### config.mk
export PLATFORM = sky130hd
export DESIGN_NAME = lease_l2_ctrl
export DESIGN_NICKNAME = d
export VERILOG_FILES = /design/src/rtl/lease_pkg.sv /design/src/rtl/lease_tag_array.sv /design/src/rtl/lease_calc.sv /design/src/rtl/lease_l2_ctrl.sv
export SDC_FILE = /design/constraint.sdc
export NUM_CORES = 1
export LEC_CHECK = 0
export CAP_MARGIN = 20
export CORE_MARGIN = 2
export CORE_UTILIZATION = 25
export CTS_CLUSTER_DIAMETER = 30
export CTS_CLUSTER_SIZE = 28
export DETAILED_ROUTE_END_ITERATION = 12
export GPL_ROUTABILITY_DRIVEN = 1
export PLACE_DENSITY = 0.37
export SYNTH_ARGS = -nofsm -noshare
export SYNTH_HDL_FRONTEND = slang
export SYNTH_SLANG_ARGS = --single-unit
### constraint.sdc
create_clock -name clk -period 9.35 [get_ports clk]
set_input_delay 1.87 -clock clk [delete_from_list [all_inputs] [get_ports clk]]
set_output_delay 1.87 -clock clk [all_outputs]
set_load 0.005 [all_outputs]
### src/rtl/lease_pkg.sv
package lease_pkg;
  typedef enum logic {
    OP_LOAD  = 1'b0,
    OP_STORE = 1'b1
  } lease_op_e;
endpackage

### src/rtl/lease_tag_array.sv
module lease_tag_array #(
  parameter int SETS   = 16,
  parameter int TAG_W  = 8,
  parameter int TS_W   = 32,
  parameter int DATA_W = 32,
  localparam int IDX_W = $clog2(SETS)
) (
  input  logic              clk,
  input  logic              rst_n,
  input  logic [IDX_W-1:0]  rd_idx,
  output logic              rd_valid,
  output logic [TAG_W-1:0]  rd_tag,
  output logic [TS_W-1:0]   rd_ts,
  output logic [DATA_W-1:0] rd_data,
  input  logic              wr_en,
  input  logic [IDX_W-1:0]  wr_idx,
  input  logic [TAG_W-1:0]  wr_tag,
  input  logic [TS_W-1:0]   wr_ts,
  input  logic [DATA_W-1:0] wr_data
);
  logic [SETS-1:0]   line_vld;
  logic [TAG_W-1:0]  line_tag  [SETS];
  logic [TS_W-1:0]   line_ts   [SETS];
  logic [DATA_W-1:0] line_data [SETS];

  for (genvar s = 0; s < SETS; s++) begin : g_line
    logic sel;
    assign sel = wr_en && (wr_idx == IDX_W'(s));

    always_ff @(posedge clk or negedge rst_n) begin
      if (!rst_n)   line_vld[s] <= 1'b0;
      else if (sel) line_vld[s] <= 1'b1;
    end

    always_ff @(posedge clk) begin
      if (sel) begin
        line_tag[s]  <= wr_tag;
        line_ts[s]   <= wr_ts;
        line_data[s] <= wr_data;
      end
    end
  end

  assign rd_valid = line_vld[rd_idx];
  assign rd_tag   = line_tag[rd_idx];
  assign rd_ts    = line_ts[rd_idx];
  assign rd_data  = line_data[rd_idx];
endmodule

### src/rtl/lease_calc.sv
module lease_calc import lease_pkg::*; #(
  parameter int TS_W   = 32,
  parameter int LIFE_W = 16,
  parameter int DATA_W = 32
) (
  input  lease_op_e         op,
  input  logic              hit,
  input  logic [TS_W-1:0]   gtime,
  input  logic [LIFE_W-1:0] life,
  input  logic [TS_W-1:0]   old_ts,
  input  logic [DATA_W-1:0] old_data,
  input  logic [DATA_W-1:0] wdata,
  output logic [TS_W-1:0]   new_ts,
  output logic [DATA_W-1:0] new_data,
  output logic [TS_W-1:0]   rsp_ts,
  output logic [DATA_W-1:0] rsp_data
);
  logic [TS_W-1:0] base_ts;
  logic [TS_W-1:0] want_ts;

  always_comb begin
    base_ts = hit ? old_ts : gtime;
    want_ts = gtime + TS_W'(life);
    if (op == OP_LOAD) begin
      new_ts   = (want_ts > base_ts) ? want_ts : base_ts;
      new_data = hit ? old_data : '0;
      rsp_ts   = new_ts;
    end else begin
      new_ts   = base_ts;
      new_data = wdata;
      rsp_ts   = (base_ts < gtime) ? gtime : base_ts;
    end
    rsp_data = new_data;
  end
endmodule

### src/rtl/lease_l2_ctrl.sv
module lease_l2_ctrl import lease_pkg::*; #(
  parameter int SETS   = 16,
  parameter int ADDR_W = 12,
  parameter int TS_W   = 32,
  parameter int LIFE_W = 16,
  parameter int DATA_W = 32
) (
  input  logic              clk,
  input  logic              rst_n,
  input  logic [TS_W-1:0]   gtime,
  input  logic              req_valid,
  output logic              req_ready,
  input  logic              req_op,
  input  logic [ADDR_W-1:0] req_addr,
  input  logic [LIFE_W-1:0] req_life,
  input  logic [DATA_W-1:0] req_wdata,
  output logic              rsp_valid,
  output logic [DATA_W-1:0] rsp_data,
  output logic [TS_W-1:0]   rsp_ts
);
  localparam int IDX_W = $clog2(SETS);
  localparam int TAG_W = ADDR_W - IDX_W;

  logic              ready_q;
  logic              accept;
  logic [IDX_W-1:0]  idx;
  logic [TAG_W-1:0]  tag;
  logic              rd_valid;
  logic [TAG_W-1:0]  rd_tag;
  logic [TS_W-1:0]   rd_ts;
  logic [DATA_W-1:0] rd_data;
  logic              hit;
  logic [TS_W-1:0]   nx_line_ts;
  logic [DATA_W-1:0] nx_line_data;
  logic [TS_W-1:0]   nx_rsp_ts;
  logic [DATA_W-1:0] nx_rsp_data;
  logic              rsp_valid_q;
  logic [TS_W-1:0]   rsp_ts_q;
  logic [DATA_W-1:0] rsp_data_q;
  lease_op_e         op;

  always_ff @(posedge clk or negedge rst_n) begin
    if (!rst_n) ready_q <= 1'b0;
    else        ready_q <= 1'b1;
  end

  assign req_ready = ready_q;
  assign accept    = req_valid && ready_q;
  assign idx       = req_addr[IDX_W-1:0];
  assign tag       = req_addr[ADDR_W-1:IDX_W];
  assign op        = lease_op_e'(req_op);
  assign hit       = rd_valid && (rd_tag == tag);

  lease_tag_array #(
    .SETS(SETS), .TAG_W(TAG_W), .TS_W(TS_W), .DATA_W(DATA_W)
  ) tags_i (
    .clk(clk), .rst_n(rst_n),
    .rd_idx(idx), .rd_valid(rd_valid), .rd_tag(rd_tag),
    .rd_ts(rd_ts), .rd_data(rd_data),
    .wr_en(accept), .wr_idx(idx), .wr_tag(tag),
    .wr_ts(nx_line_ts), .wr_data(nx_line_data)
  );

  lease_calc #(
    .TS_W(TS_W), .LIFE_W(LIFE_W), .DATA_W(DATA_W)
  ) calc_i (
    .op(op), .hit(hit), .gtime(gtime), .life(req_life),
    .old_ts(rd_ts), .old_data(rd_data), .wdata(req_wdata),
    .new_ts(nx_line_ts), .new_data(nx_line_data),
    .rsp_ts(nx_rsp_ts), .rsp_data(nx_rsp_data)
  );

  always_ff @(posedge clk or negedge rst_n) begin
    if (!rst_n) rsp_valid_q <= 1'b0;
    else        rsp_valid_q <= accept;
  end

  always_ff @(posedge clk) begin
    if (accept) begin
      rsp_ts_q   <= nx_rsp_ts;
      rsp_data_q <= nx_rsp_data;
    end
  end

  assign rsp_valid = rsp_valid_q;
  assign rsp_ts    = rsp_ts_q;
  assign rsp_data  = rsp_data_q;
endmodule

* After elaboration in Yosys (flattened, before gate mapping)
Memories as Yosys holds them, arrays and structs flattened. Index checks and enable logic that the tools add are counted.
Operators by class: mux-type cells 176, add/sub/neg operators 1, order comparisons 3, reduce and logical (&&, ||, !) cells 64, eq/ne operators 16
Operators by type and width (number):
- $mux W32 | 37
- $reduce_or A32 Y1 | 30
- $mux W4 | 45
- $mux W8 | 15
- $reduce_or A8 Y1 | 15
- $mux W1 | 78
- $add A32 B16 Y32 | 1
- $eq A4 B4 Y1 const B | 8
- $gt A32 B32 Y1 | 1
- $lt A32 B32 Y1 | 1
- $logic_and A1 B1 Y1 | 18
- $eq A4 B3 Y1 const B | 4
- $eq A4 B2 Y1 const B | 2
- $eq A8 B8 Y1 | 1
- $lt A4 B5 Y1 const B | 1
- $bmux W1 S4 | 1
- $eq A4 B1 Y1 const B | 1
- $logic_not A4 Y1 | 1
Storage, ports and cells: memories kept 3, word-level logic and storage cells 283, bits in registers 82, output and inout bits 66, bits in writable memories 1152
Memories:
- tags_i.line_data | words 16, bits a word 32, rd ports 1, clocked after Yosys merged registers in 0, wr ports 1, line lease_tag_array.sv:24 | logic [DATA_W-1:0] line_data [SETS];
- tags_i.line_ts | words 16, bits a word 32, rd ports 1, clocked after Yosys merged registers in 0, wr ports 1, line lease_tag_array.sv:23 | logic [TS_W-1:0] line_ts [SETS];
- tags_i.line_tag | words 16, bits a word 8, rd ports 1, clocked after Yosys merged registers in 0, wr ports 1, line lease_tag_array.sv:22 | logic [TAG_W-1:0] line_tag [SETS];

* Depth between registers and ports, before layout
depth after elaboration 22, mapped depth 29, depth with buffers taken out 24

* Modules after synthesis
Synthesis repeated with hierarchy kept, for this count alone.
Unflattened totals: cells, all modules 2631, area total of the unflattened synthesis 50958.9 um^2
Modules (own cells, without submodules):
- lease_tag_array | cells each 1818, area each 43685.6 um^2, sequential area each 34993.6 um^2, times used 1
- lease_calc | cells each 733, area each 5196.2 um^2, sequential area each 0.0 um^2, times used 1
- lease_l2_ctrl | cells each 80, area each 2077.0 um^2, sequential area each 1971.9 um^2, times used 1

* Least setup slack after synthesis
No wires, ideal clock.
path kind input -> register, from input port req_addr[0], to register tags_i.line_vld[3], setup time 0.095 ns, path slack -0.786 ns, arrival 10.041 ns, stages on the path 12, cell sequence buf_2 -> buf_4 -> buf_2 -> buf_2 -> buf_2 -> buf_2 -> buf_2 -> buf_2 -> buf_2 -> nand3_1 -> nor3_1 -> or2_2
On the way: longest elaborated chain between the ends 2
RTL lines:
- start: declaration | line lease_l2_ctrl.sv:14 | input logic [ADDR_W-1:0] req_addr,
- $eq A4 B2 Y1 | line lease_tag_array.sv:28 | assign sel = wr_en && (wr_idx == IDX_W'(s));
- $logic_and A1 B1 Y1 | line lease_tag_array.sv:28
- net tags_i.g_line[3].sel | line lease_tag_array.sv:27 | logic sel;
- end signal: indexed assignment | line lease_tag_array.sv:31 | if (!rst_n) line_vld[s] <= 1'b0;
- end signal: indexed assignment | line lease_tag_array.sv:32 | else if (sel) line_vld[s] <= 1'b1;
- end: declaration | line lease_tag_array.sv:21 | logic [SETS-1:0] line_vld;
The timed path passes the listed nets, and every way through them passes these cells. A chain may end at the register's enable or synchronous reset.

* Final worst setup path
from input port gtime[0], to memory tags_i.line_ts[10][5], data pin
On the way: longest elaborated chain between the ends 19, elaborated cells on any way between the ends 20
RTL lines:
- start: declaration | line lease_l2_ctrl.sv:10 | input logic [TS_W-1:0] gtime,
- $add A32 B16 Y32 / $mux W32 (equally long branches) | line lease_calc.sv:23, lease_calc.sv:22
- $gt A32 B32 Y1 | line lease_calc.sv:25 | new_ts = (want_ts > base_ts) ? want_ts : base_ts;
- $mux W32 * | line lease_calc.sv:25
- $mux W32 * | line lease_calc.sv:24 | if (op == OP_LOAD) begin
- net calc_i.new_ts[5] | line lease_calc.sv:13 | output logic [TS_W-1:0] new_ts,
- $mux W32 (no line) (14 in a row)
- $mux W32 (no line) *
- end: declaration | line lease_tag_array.sv:23
The timed path passes the listed nets; every way through them passes the cells marked *.

==> results_dict.tcl <==
set metrics [dict create \
    synth_area_leaders "edfxtp_1, mux4_2, ha_1, mux2i_1, nand2_1" \
    gr-total-overflow 0 \
    path_max_fanout 16 \
    seq_area_frac_synth_pct 72.6 \
    crit_path_start_kind "primary input" \
    synth.most_common_cell "edfxtp_1" \
    ys_seq_elements 1234 \
    drcViolationCount 0 \
    post_cts_buffers 0 \
    hold_class "reg2reg" \
    finalSetupViolations 0 \
    relSlewSlack_pct 26.6 \
    synth_warnings 0 \
    worst_setup_path_end_kind "flop" \
    hpwlAfterDp_um 88200 \
    clkTransAtPathRegs_ps 40 \
    drv_cap 0 \
    arrival_ps 9080 \
    slew_viol_final 0 \
    antenna_found_initial 7 \
    antenna_left 0 \
    crit_buf_inv 5 \
    yosysTopAreaCell "edfxtp_1" \
    final_layout_size_suffix_gt1_share_pct 31.5 \
    viasPerCell 4.59 \
    cpPeakStageDelay_ps 790 \
    clock-sinks 1234 \
    synth_area_um2 50900 \
    path_common_cell "buf_4" \
    finalClockSkew_ps 79.0 \
    core_um2 202000 \
    min_period_ps 8570 \
    cellLeakagePower_nw 23.1 \
    timing_hold_violations_final 0 \
    synth_enable_flop_cells 1216 \
    layout_worst_path_cycle_share_pct 91.7 \
    ys_types 67 \
    max-vdd-ir-drop_uv 183 \
    worst_pin_slew_ps 1100 \
    grt_max_degree 91 \
    syn_avg_cell_area_um2 20.0 \
    synthFlopType "edfxtp_1" \
    tritoncts "done" \
    grt_use_total_pct 15.0 \
    required_ps 9860 \
    fin_tns_setup_ps 0 \
    htree_levels 5 \
    final_util_pct 33.3 \
    clockBufferDepth 4 \
    pin_count 162 \
    criticalPathCategory "in2reg" \
    synthCells 2547 \
    gp_congestion 0.769 \
    insertion_delay_ps 920 \
    max_freq_mhz 117 \
    first_iter_violations 2124 \
    clk_root_buffer_cell "clkbuf_16" \
    slowest_stage "a21oi_1" \
    drt-pass1-iter-count 5 \
    synth_top_cell_area_share_pct 71.7 \
    cts-buffers-inserted 318 \
    p_total_w 0.0181 \
    initial_core_util_pct 25.2 \
    die_w_um 455 \
    area_growth_syn_to_layout_pct 32.2 \
    num_vias 27300 \
    grt_pass1_vias 29900 \
    wl_per_cell_um 26.2 \
    grt_pass1_wl_um 220000 \
    async_flop_share_pct 1.46 \
    synth.top_cells.by_count "edfxtp_1, mux4_2, nand2_1" \
    port-buffer-count 161 \
    wl_um 156000 \
    power_density_nw_per_um2 268 \
    crit_family "compound AO/OA/AOI/OAI gates" \
    grt_setup_unrepaired "no" \
    num_rows 165 \
    outcome "completed" \
    die_h_um 455 \
    whs_ps 465 \
    nets 3217 \
    die_area_um2 207000 \
    syn_nets 2721 \
]
==> worst paths after layout <==
kind / startpoint / end / slack [ps] / depth (start not counted)
worst max register to register: tags_i.line_tag[7][3]$_DFFE_PP_ / tags_i.line_ts[10][5]$_DFFE_PP_ / 2340 / 24
max in group asynchronous: rst_n / tags_i.line_vld[0]$_DFFE_PN0P_ / 7330 / 1
worst min-delay path: tags_i.line_vld[1]$_DFFE_PN0P_ / tags_i.line_vld[1]$_DFFE_PN0P_ / 460 / 1
worst max-delay path: gtime[0] / tags_i.line_ts[10][5]$_DFFE_PP_ / 780 / 26
worst min register to register: tags_i.line_vld[1]$_DFFE_PN0P_ / tags_i.line_vld[1]$_DFFE_PN0P_ / 460 / 1
min in group asynchronous: rst_n / req_ready$_DFF_PN0_ / 1490 / 1
==> metal layers <==
layer | part of all wire [%] | GRT usage [%] | vias up
li1 | - | - | 11600
met1 | 45 | 20.1 | 14600
met2 | 49 | 24.7 | 763
met3 | 4.2 | 2.69 | 279
met4 | 2.5 | 4.88 | 2
met5 | 0.0070 | 0 | -
==> worst reg2reg max path, cell delays in order (launching register included) <==
cell and delay (ps):
edfxtp_1 350, mux2i_1 80, and4b_1 210, nor4_1 360, a31oi_1 220, or4_1 670
nor4_4 410, buf_12 240, nand2_1 120, o21ai_1 110, inv_1 60, ha_1 310
a21o_1 120, a21o_1 100, a21oi_1 60, nor3_1 200, a211oi_1 90, o21ai_0 520
a211o_1 270, a211o_1 110, a31oi_1 80, a2111oi_4 750, buf_4 330, nor2_1 60
a21oi_1 790
==> power breakdown <==
group / switching, W / total [W] / internal, W
Clock: 0.00322 / 0.0108 / 0.00759
Combinational: 0.000584 / 0.000992 / 0.000409
Sequential: 0.0000267 / 0.00625 / 0.00623
==> layout by cell type (no fill, tap or decap), types with 46 or more instances in the layout <==
cell and n:
mux2i_1 61, a21oi_1 58, clkbuf_16 323, inv_1 90, buf_4 131, nand2_1 129
bufinv_16 49, mux4_2 350, clkdlybuf4s50_1 156, edfxtp_1 1216, ha_1 77, nor2_1 46
==> registers in the layout (all words and copies together), names as in the netlist <==
signal,count
tags_i.line_tag,128
tags_i.line_ts,512
req_ready,1
tags_i.line_data,512
rsp_ts,32
tags_i.line_vld,16
rsp_data,32
rsp_valid,1
==> metrics by stage <==
step	instance area [µm²]	worst slack, ps	instances
floorplan	51000	1200	2547
global placement	56500	-414	5376
detailed placement	56500	-569	5377
CTS	67200	321	5932
global route	67300	54.4	5951
finish	67300	777	5952
==> repair_timing <==
action                     CTS  global route
resized for setup            0             1
hold buffers                 0             0
setup endpoints to repair    0           112
==> cells by family after synthesis <==
| group | synth area share (%) |
|---|---|
| buffers and inverters | 1.79 |
| DFF | 72.6 |
| xor gates and xnor gates | 0.722 |
| muxes | 17.2 |
| other | 0.00736 |
| and+or+nand+nor | 2.77 |
| AOI/OAI and AO/OA | 3.04 |
| adders and majority gates | 1.93 |
==> area by class of cell <==
class / count / area [µm²]
fillers: 19200 / 135000
flip-flops and latches: 1234 / 37000
multi-input cells: 1097 / 13200
clock buffers: 357 / 8210
well taps: 2672 / 3340
repair buffers: 302 / 2820
clock inverters: 198 / 2430
inverters: 90 / 338
diodes: 2 / 5.00
(Power assumes the default switching activity.)
